`config.mk`:
```
export PLATFORM = sky130hd
export DESIGN_NAME = intc_regs
export DESIGN_NICKNAME = d
export VERILOG_FILES = /design/src/rtl/intc_regs.sv
export SDC_FILE = /design/constraint.sdc
export NUM_CORES = 2
export LEC_CHECK = 0
export ABC_AREA = 1
export BUFFER_PORTS_ARGS = -buffer_cell sky130_fd_sc_hd__buf_2
export CAP_MARGIN = 20
export CORE_UTILIZATION = 50
export DETAILED_ROUTE_END_ITERATION = 8
export PLACE_DENSITY = 0.67
export SYNTH_ARGS = -nofsm -noshare
export SYNTH_HDL_FRONTEND = slang
export SYNTH_SLANG_ARGS = --single-unit
```
`constraint.sdc`:
```
create_clock -name clk -period 10.2 [get_ports clk]
set_clock_uncertainty 0.1 [all_clocks]
set_input_delay 2.04 -clock clk [delete_from_list [all_inputs] [get_ports clk]]
set_output_delay 2.04 -clock clk [all_outputs]
set_load 0.1 [all_outputs]
```
`src/rtl/intc_regs.sv`:
```
module intc_regs #(
  parameter int NVEC    = 256,
  parameter int NLVT    = 6,
  parameter int AW      = 7,
  parameter logic [31:0] VERSION = 32'h0001_0014
) (
  input  logic          clk,
  input  logic          rst_n,
  input  logic [7:0]    id_strap,
  input  logic          bsp_role,
  input  logic          ipi_busy,
  input  logic          wr_en,
  input  logic [AW-1:0] addr,
  input  logic [31:0]   wdata,
  output logic [31:0]   rdata,
  output logic          sw_enabled,
  input  logic          msg_valid,
  input  logic [2:0]    msg_type,
  output logic          msg_accept,
  input  logic          init_pin,
  output logic          init_accept,
  input  logic          stopclk_pin,
  output logic          stopclk_accept
);
  localparam int NWORD = NVEC / 32;
  localparam logic [AW-1:0] A_ID   = AW'(7'h00);
  localparam logic [AW-1:0] A_VER  = AW'(7'h01);
  localparam logic [AW-1:0] A_ARB  = AW'(7'h02);
  localparam logic [AW-1:0] A_TPR  = AW'(7'h03);
  localparam logic [AW-1:0] A_LDR  = AW'(7'h04);
  localparam logic [AW-1:0] A_DFR  = AW'(7'h05);
  localparam logic [AW-1:0] A_SPV  = AW'(7'h06);
  localparam logic [AW-1:0] A_CMDL = AW'(7'h07);
  localparam logic [AW-1:0] A_CMDH = AW'(7'h08);
  localparam logic [AW-1:0] A_TINI = AW'(7'h09);
  localparam logic [AW-1:0] A_TCUR = AW'(7'h0A);
  localparam logic [AW-1:0] A_TDIV = AW'(7'h0B);
  localparam int B_LVT = 'h10;
  localparam int B_REQ = 'h20;
  localparam int B_ISV = 'h28;
  localparam int B_TRG = 'h30;

  localparam logic [2:0] M_INIT = 3'd0, M_NMI = 3'd1, M_SMI = 3'd2,
                         M_START = 3'd3, M_FIXED = 3'd4;

  logic [7:0]      id_q, arb_q, tpr_q;
  logic [31:0]     ldr_q, dfr_q, tini_q, tcur_q;
  logic [63:0]     cmd_q;
  logic [3:0]      tdiv_q;
  logic [8:0]      spv_q;
  logic [NVEC-1:0] req_q, isv_q, trg_q;
  logic [NLVT-1:0] lvt_mask_q;
  logic [15:0]     lvt_fld_q [NLVT];
  logic            en_q, spv_wr;
  logic [8:0]      spv_next;
  logic            en_next;

  assign spv_wr   = wr_en && addr == A_SPV;
  assign spv_next = spv_wr ? wdata[8:0] : spv_q;
  assign en_next  = spv_next[8] | (en_q & ipi_busy);
  assign sw_enabled = en_q;

  always_ff @(posedge clk) begin
    if (!rst_n) begin
      id_q <= id_strap; arb_q <= id_strap; tpr_q <= '0;
      ldr_q <= '0; dfr_q <= '1; tini_q <= '0; tcur_q <= '0;
      cmd_q <= '0; tdiv_q <= '0; spv_q <= 9'h0FF; en_q <= 1'b0;
      req_q <= '0; isv_q <= '0; trg_q <= '0;
      lvt_mask_q <= '1;
      for (int i = 0; i < NLVT; i++) lvt_fld_q[i] <= '0;
    end else begin
      spv_q <= spv_next;
      en_q  <= en_next;
      if (wr_en) begin
        case (addr)
          A_ID:   id_q   <= wdata[7:0];
          A_TPR:  tpr_q  <= wdata[7:0];
          A_LDR:  ldr_q  <= wdata;
          A_DFR:  dfr_q  <= wdata;
          A_CMDL: cmd_q[31:0]  <= wdata;
          A_CMDH: cmd_q[63:32] <= wdata;
          A_TINI: begin tini_q <= wdata; tcur_q <= wdata; end
          A_TDIV: tdiv_q <= wdata[3:0];
          default: ;
        endcase
        for (int w = 0; w < NWORD; w++) begin
          if (addr == AW'(B_REQ + w)) req_q[w*32 +: 32] <= wdata;
          if (addr == AW'(B_ISV + w)) isv_q[w*32 +: 32] <= wdata;
          if (addr == AW'(B_TRG + w)) trg_q[w*32 +: 32] <= wdata;
        end
      end
      for (int i = 0; i < NLVT; i++) begin
        if (wr_en && addr == AW'(B_LVT + i)) begin
          lvt_fld_q[i]  <= wdata[15:0];
          lvt_mask_q[i] <= wdata[16] | ~en_next;
        end else if (!en_next) begin
          lvt_mask_q[i] <= 1'b1;
        end
      end
    end
  end

  always_comb begin
    rdata = '0;
    case (addr)
      A_ID:   rdata = {24'd0, id_q};
      A_VER:  rdata = VERSION;
      A_ARB:  rdata = {24'd0, arb_q};
      A_TPR:  rdata = {24'd0, tpr_q};
      A_LDR:  rdata = ldr_q;
      A_DFR:  rdata = dfr_q;
      A_SPV:  rdata = {23'd0, spv_q};
      A_CMDL: rdata = cmd_q[31:0];
      A_CMDH: rdata = cmd_q[63:32];
      A_TINI: rdata = tini_q;
      A_TCUR: rdata = tcur_q;
      A_TDIV: rdata = {28'd0, tdiv_q};
      default: ;
    endcase
    for (int i = 0; i < NLVT; i++)
      if (addr == AW'(B_LVT + i)) rdata = {15'd0, lvt_mask_q[i], lvt_fld_q[i]};
    for (int w = 0; w < NWORD; w++) begin
      if (addr == AW'(B_REQ + w)) rdata = req_q[w*32 +: 32];
      if (addr == AW'(B_ISV + w)) rdata = isv_q[w*32 +: 32];
      if (addr == AW'(B_TRG + w)) rdata = trg_q[w*32 +: 32];
    end
  end

  logic type_ok;
  always_comb begin
    case (msg_type)
      M_INIT, M_NMI, M_SMI: type_ok = 1'b1;
      M_START:              type_ok = ~bsp_role;
      M_FIXED:              type_ok = en_q;
      default:              type_ok = 1'b0;
    endcase
  end
  assign msg_accept     = msg_valid & type_ok;
  assign init_accept    = init_pin;
  assign stopclk_accept = stopclk_pin & bsp_role;
endmodule

```
==> results.md <==
* Status: finished clean
* First-pass DRT Iterations at 6
* Die Span Y at 302 um
* Dominant synthesized flop cell: dfxtp_1
* First-pass GRT wire length at 232000 um
* Post-synth EDFFs at 112
* Endpoint, Worst Hold: ldr_q[6]
* Maxcap violations at 0
* Register area at 22500 um^2
* Actual slew at the worst max-slew pin at 1.18 ns
* Fillers at 8266
* VDD IR max at 0.000131 V
* Vias per cell at 5.93
* Share of cells above drive strength 1 at 0.0721
* Wire per inst at 21.9 um
* Hold_buf cts at 0
* R2R depth at 4
* H-tree levels at 3
* Post-Syn Instances at 6121
* Gr usage total at 0.333
* Overflow after GRT at 0
* Port Buffers at 91
* Synth warn at 0
* Final HPWL DP at 93600 um
* Yosys top cell area share at 0.425
* Worst-skew pair later-pin latency at 0.69 ns
* Synth cell count leaders: nand2_1 (1251), dfxtp_1 (956), a21oi_1 (923)
* CTS sink count at 1068
* Post-route ant nets at 0
* PostCTS Resize Cnt at 0
* Fin crit share at 0.839
* Core box area at 88800 um^2
* Hold_sp: ldr_q[6]
* Synthesized flop and latch total at 1068
* Area Growth Syn to Fin at 10.2%
* Required @ worst endpoint at 8.06 ns
* Crit. End Element: primary output
* Netlist cell types at 35
* Cts bufs inserted at 112
* Pwr/cell area at 181 nW/um^2
* # DRC at 0
* Syn Nets at 6179
* Setup Viol. Count Final at 0
* Top cells by area, synth: dfxtp_1 (42%), nand2_1 (10%), a21oi_1 (10%), edfxtp_1 (7.5%), nand3_1 (6.1%)
* Final RePlAce weighted congestion at 0.942
* Tmin final at 8.56 ns
* Drt initial violations at 5855
* Setup bufs post-CTS at 0
* Cell area after synthesis at 45100 um^2
* Clock-pin slew on the worst setup and hold paths at 0.06 ns
* Multi-input gate area at 19200 um^2
* CTS max path bufs at 3
* Worst EP arrival at 6.42 ns
* Worst setup SP type: input port
* Syn_area_per_cell at 7.36 um^2
* Via Count at 42400
* Final nets at 5940
* RR Startpoint: spv_q[8]
* CP Class: in -> out
* Register area share after synthesis at 0.499
* Finished Core Util at 0.559
* Leak pwr at 17.3 nW
* Root buffer cell: clkbuf_16
* Fin Hold WS at 0.349 ns
* Setup TNS at 0 ns
* Vias in the first global route at 36600
* Max-slew violations at 0
* DIE AREA at 91300 um^2
* Pin count of the biggest net entering global routing at 253
* Unrepaired setup endpoints after global routing: false
* Die W at 302 um
* Initial core utilization at 0.508
* # IOs at 94
* Antenna violations before repair at 3
* Post-synth top area cell: dfxtp_1
* R2r setup slk at 8.52 ns
* FP Rows at 109
* Worst hold path depth at 2
* CTS tree: yes
* R2R Path End: lvt_mask_q[3]
* Crit path max fanout at 19
* Final Hold Viols at 0
* Max transition margin at 0.216
* Hold WC Path Type: reg -> reg
* Final WL at 157000 um
* Fmax achieved at 117 MHz
* Most frequent cell after synthesis: nand2_1
* Ys async rst share at 0
[where the power goes]
| group | switching, W | internal (W) |
|---|---|---|
| clock network | 0.00174 | 0.00252 |
| logic | 0.000379 | 0.0000606 |
| registers | 0.0000126 | 0.00428 |
[state kept, by name (all words and copies together) (netlist names), 6 cells and up]
register / cells
cmd_q: 64
tpr_q: 8
req_q: 256
lvt_fld_q: 96
id_q: 8
arb_q: 8
ldr_q: 32
isv_q: 256
spv_q: 9
trg_q: 256
lvt_mask_q: 6
dfr_q: 32
tcur_q: 32
[worst max path at each step]
stage	from	endpoint	slack [ns]	depth (start not counted)
floorplan	addr[5]	rdata[20]	3.27	22
global placement	addr[5]	rdata[17]	1.95	21
CTS	addr[1]	rdata[11]	1.93	25
finish	addr[1]	rdata[11]	1.64	25
detailed placement	addr[0]	rdata[11]	1.93	25
global route	addr[0]	rdata[14]	1.55	25
[stage by stage]
| step | area [um^2] | setup WS, ns | power [W] | cells |
|---|---|---|---|---|
| after floorplan | 45100 | 3.27 | 0.00462 | 6121 |
| after global placement | 45800 | 1.95 | 0.00480 | 6932 |
| after detailed placement | 45800 | 1.93 | 0.00481 | 6932 |
| after CTS | 49600 | 1.93 | 0.00899 | 7140 |
| after global routing | 49600 | 1.55 | 0.00920 | 7142 |
| final | 49600 | 1.64 | 0.00899 | 7143 |
[cell type report]
type | count | area share
antenna | 2 | 0.000101
clock buffer | 165 | 0.0668
clock inverter | 43 | 0.0104
inverter | 397 | 0.0302
multi-input combinational | 4126 | 0.387
sequential | 1068 | 0.453
tap | 1165 | 0.0294
timing repair buffer | 177 | 0.0232
[critical path, cell delays in order]
cell and delay [ns]:
buf_2 0.14, nand2_1 0.20, inv_1 0.10, nand2_1 0.15
nor2_1 0.06, buf_4 0.21, nand2_1 0.08, nand3_1 0.07
nor2_1 0.43, nand4_1 0.32, o21ai_0 0.18, nand4_1 0.12
nor2_1 0.12, nand4_1 0.09, nand2_1 0.16, nand4_1 0.16
nor2_1 0.12, nand4_1 0.12, nor2_1 0.35, nand4_1 0.18
nor2_1 0.33, nand4_1 0.15, nor2_1 0.17, nand3_1 0.09
buf_2 0.30
[per-layer routing]
| metal | global-route usage | part of all wire | up-vias |
|---|---|---|---|
| li1 | - | - | 19900 |
| met1 | 0.472 | 0.42 | 20000 |
| met2 | 0.496 | 0.43 | 2107 |
| met3 | 0.0590 | 0.11 | 314 |
| met4 | 0.143 | 0.042 | 0 |
| met5 | 0 | 0 | - |
[cell usage in the layout, fill, tap and decap left out, types with 33 or more instances in the layout]
master | Yosys | layout
clkbuf_16 | 0 | 114
inv_1 | 373 | 373
a211oi_1 | 33 | 33
dfxtp_1 | 956 | 956
a21oi_1 | 923 | 923
nor2_1 | 513 | 490
nor3_1 | 41 | 36
nand4_1 | 161 | 161
nand3_1 | 551 | 551
edfxtp_1 | 112 | 112
o21ai_0 | 504 | 504
nand2_1 | 1251 | 1246
buf_4 | 5 | 83
buf_2 | 13 | 89
[cell families (layout without fill, tap and decap cells)]
kind of cell | Yosys count | count (layout) | share of synthesized area
DFF | 1068 | 1068 | 0.499
and+or+nand+nor | 2565 | 2565 | 0.244
other | 0 | 2 | 0
buffers and inverters | 927 | 782 | 0.0783
AOI/OAI and AO/OA | 1561 | 1561 | 0.179
Power figures use the tool's default switching activity.
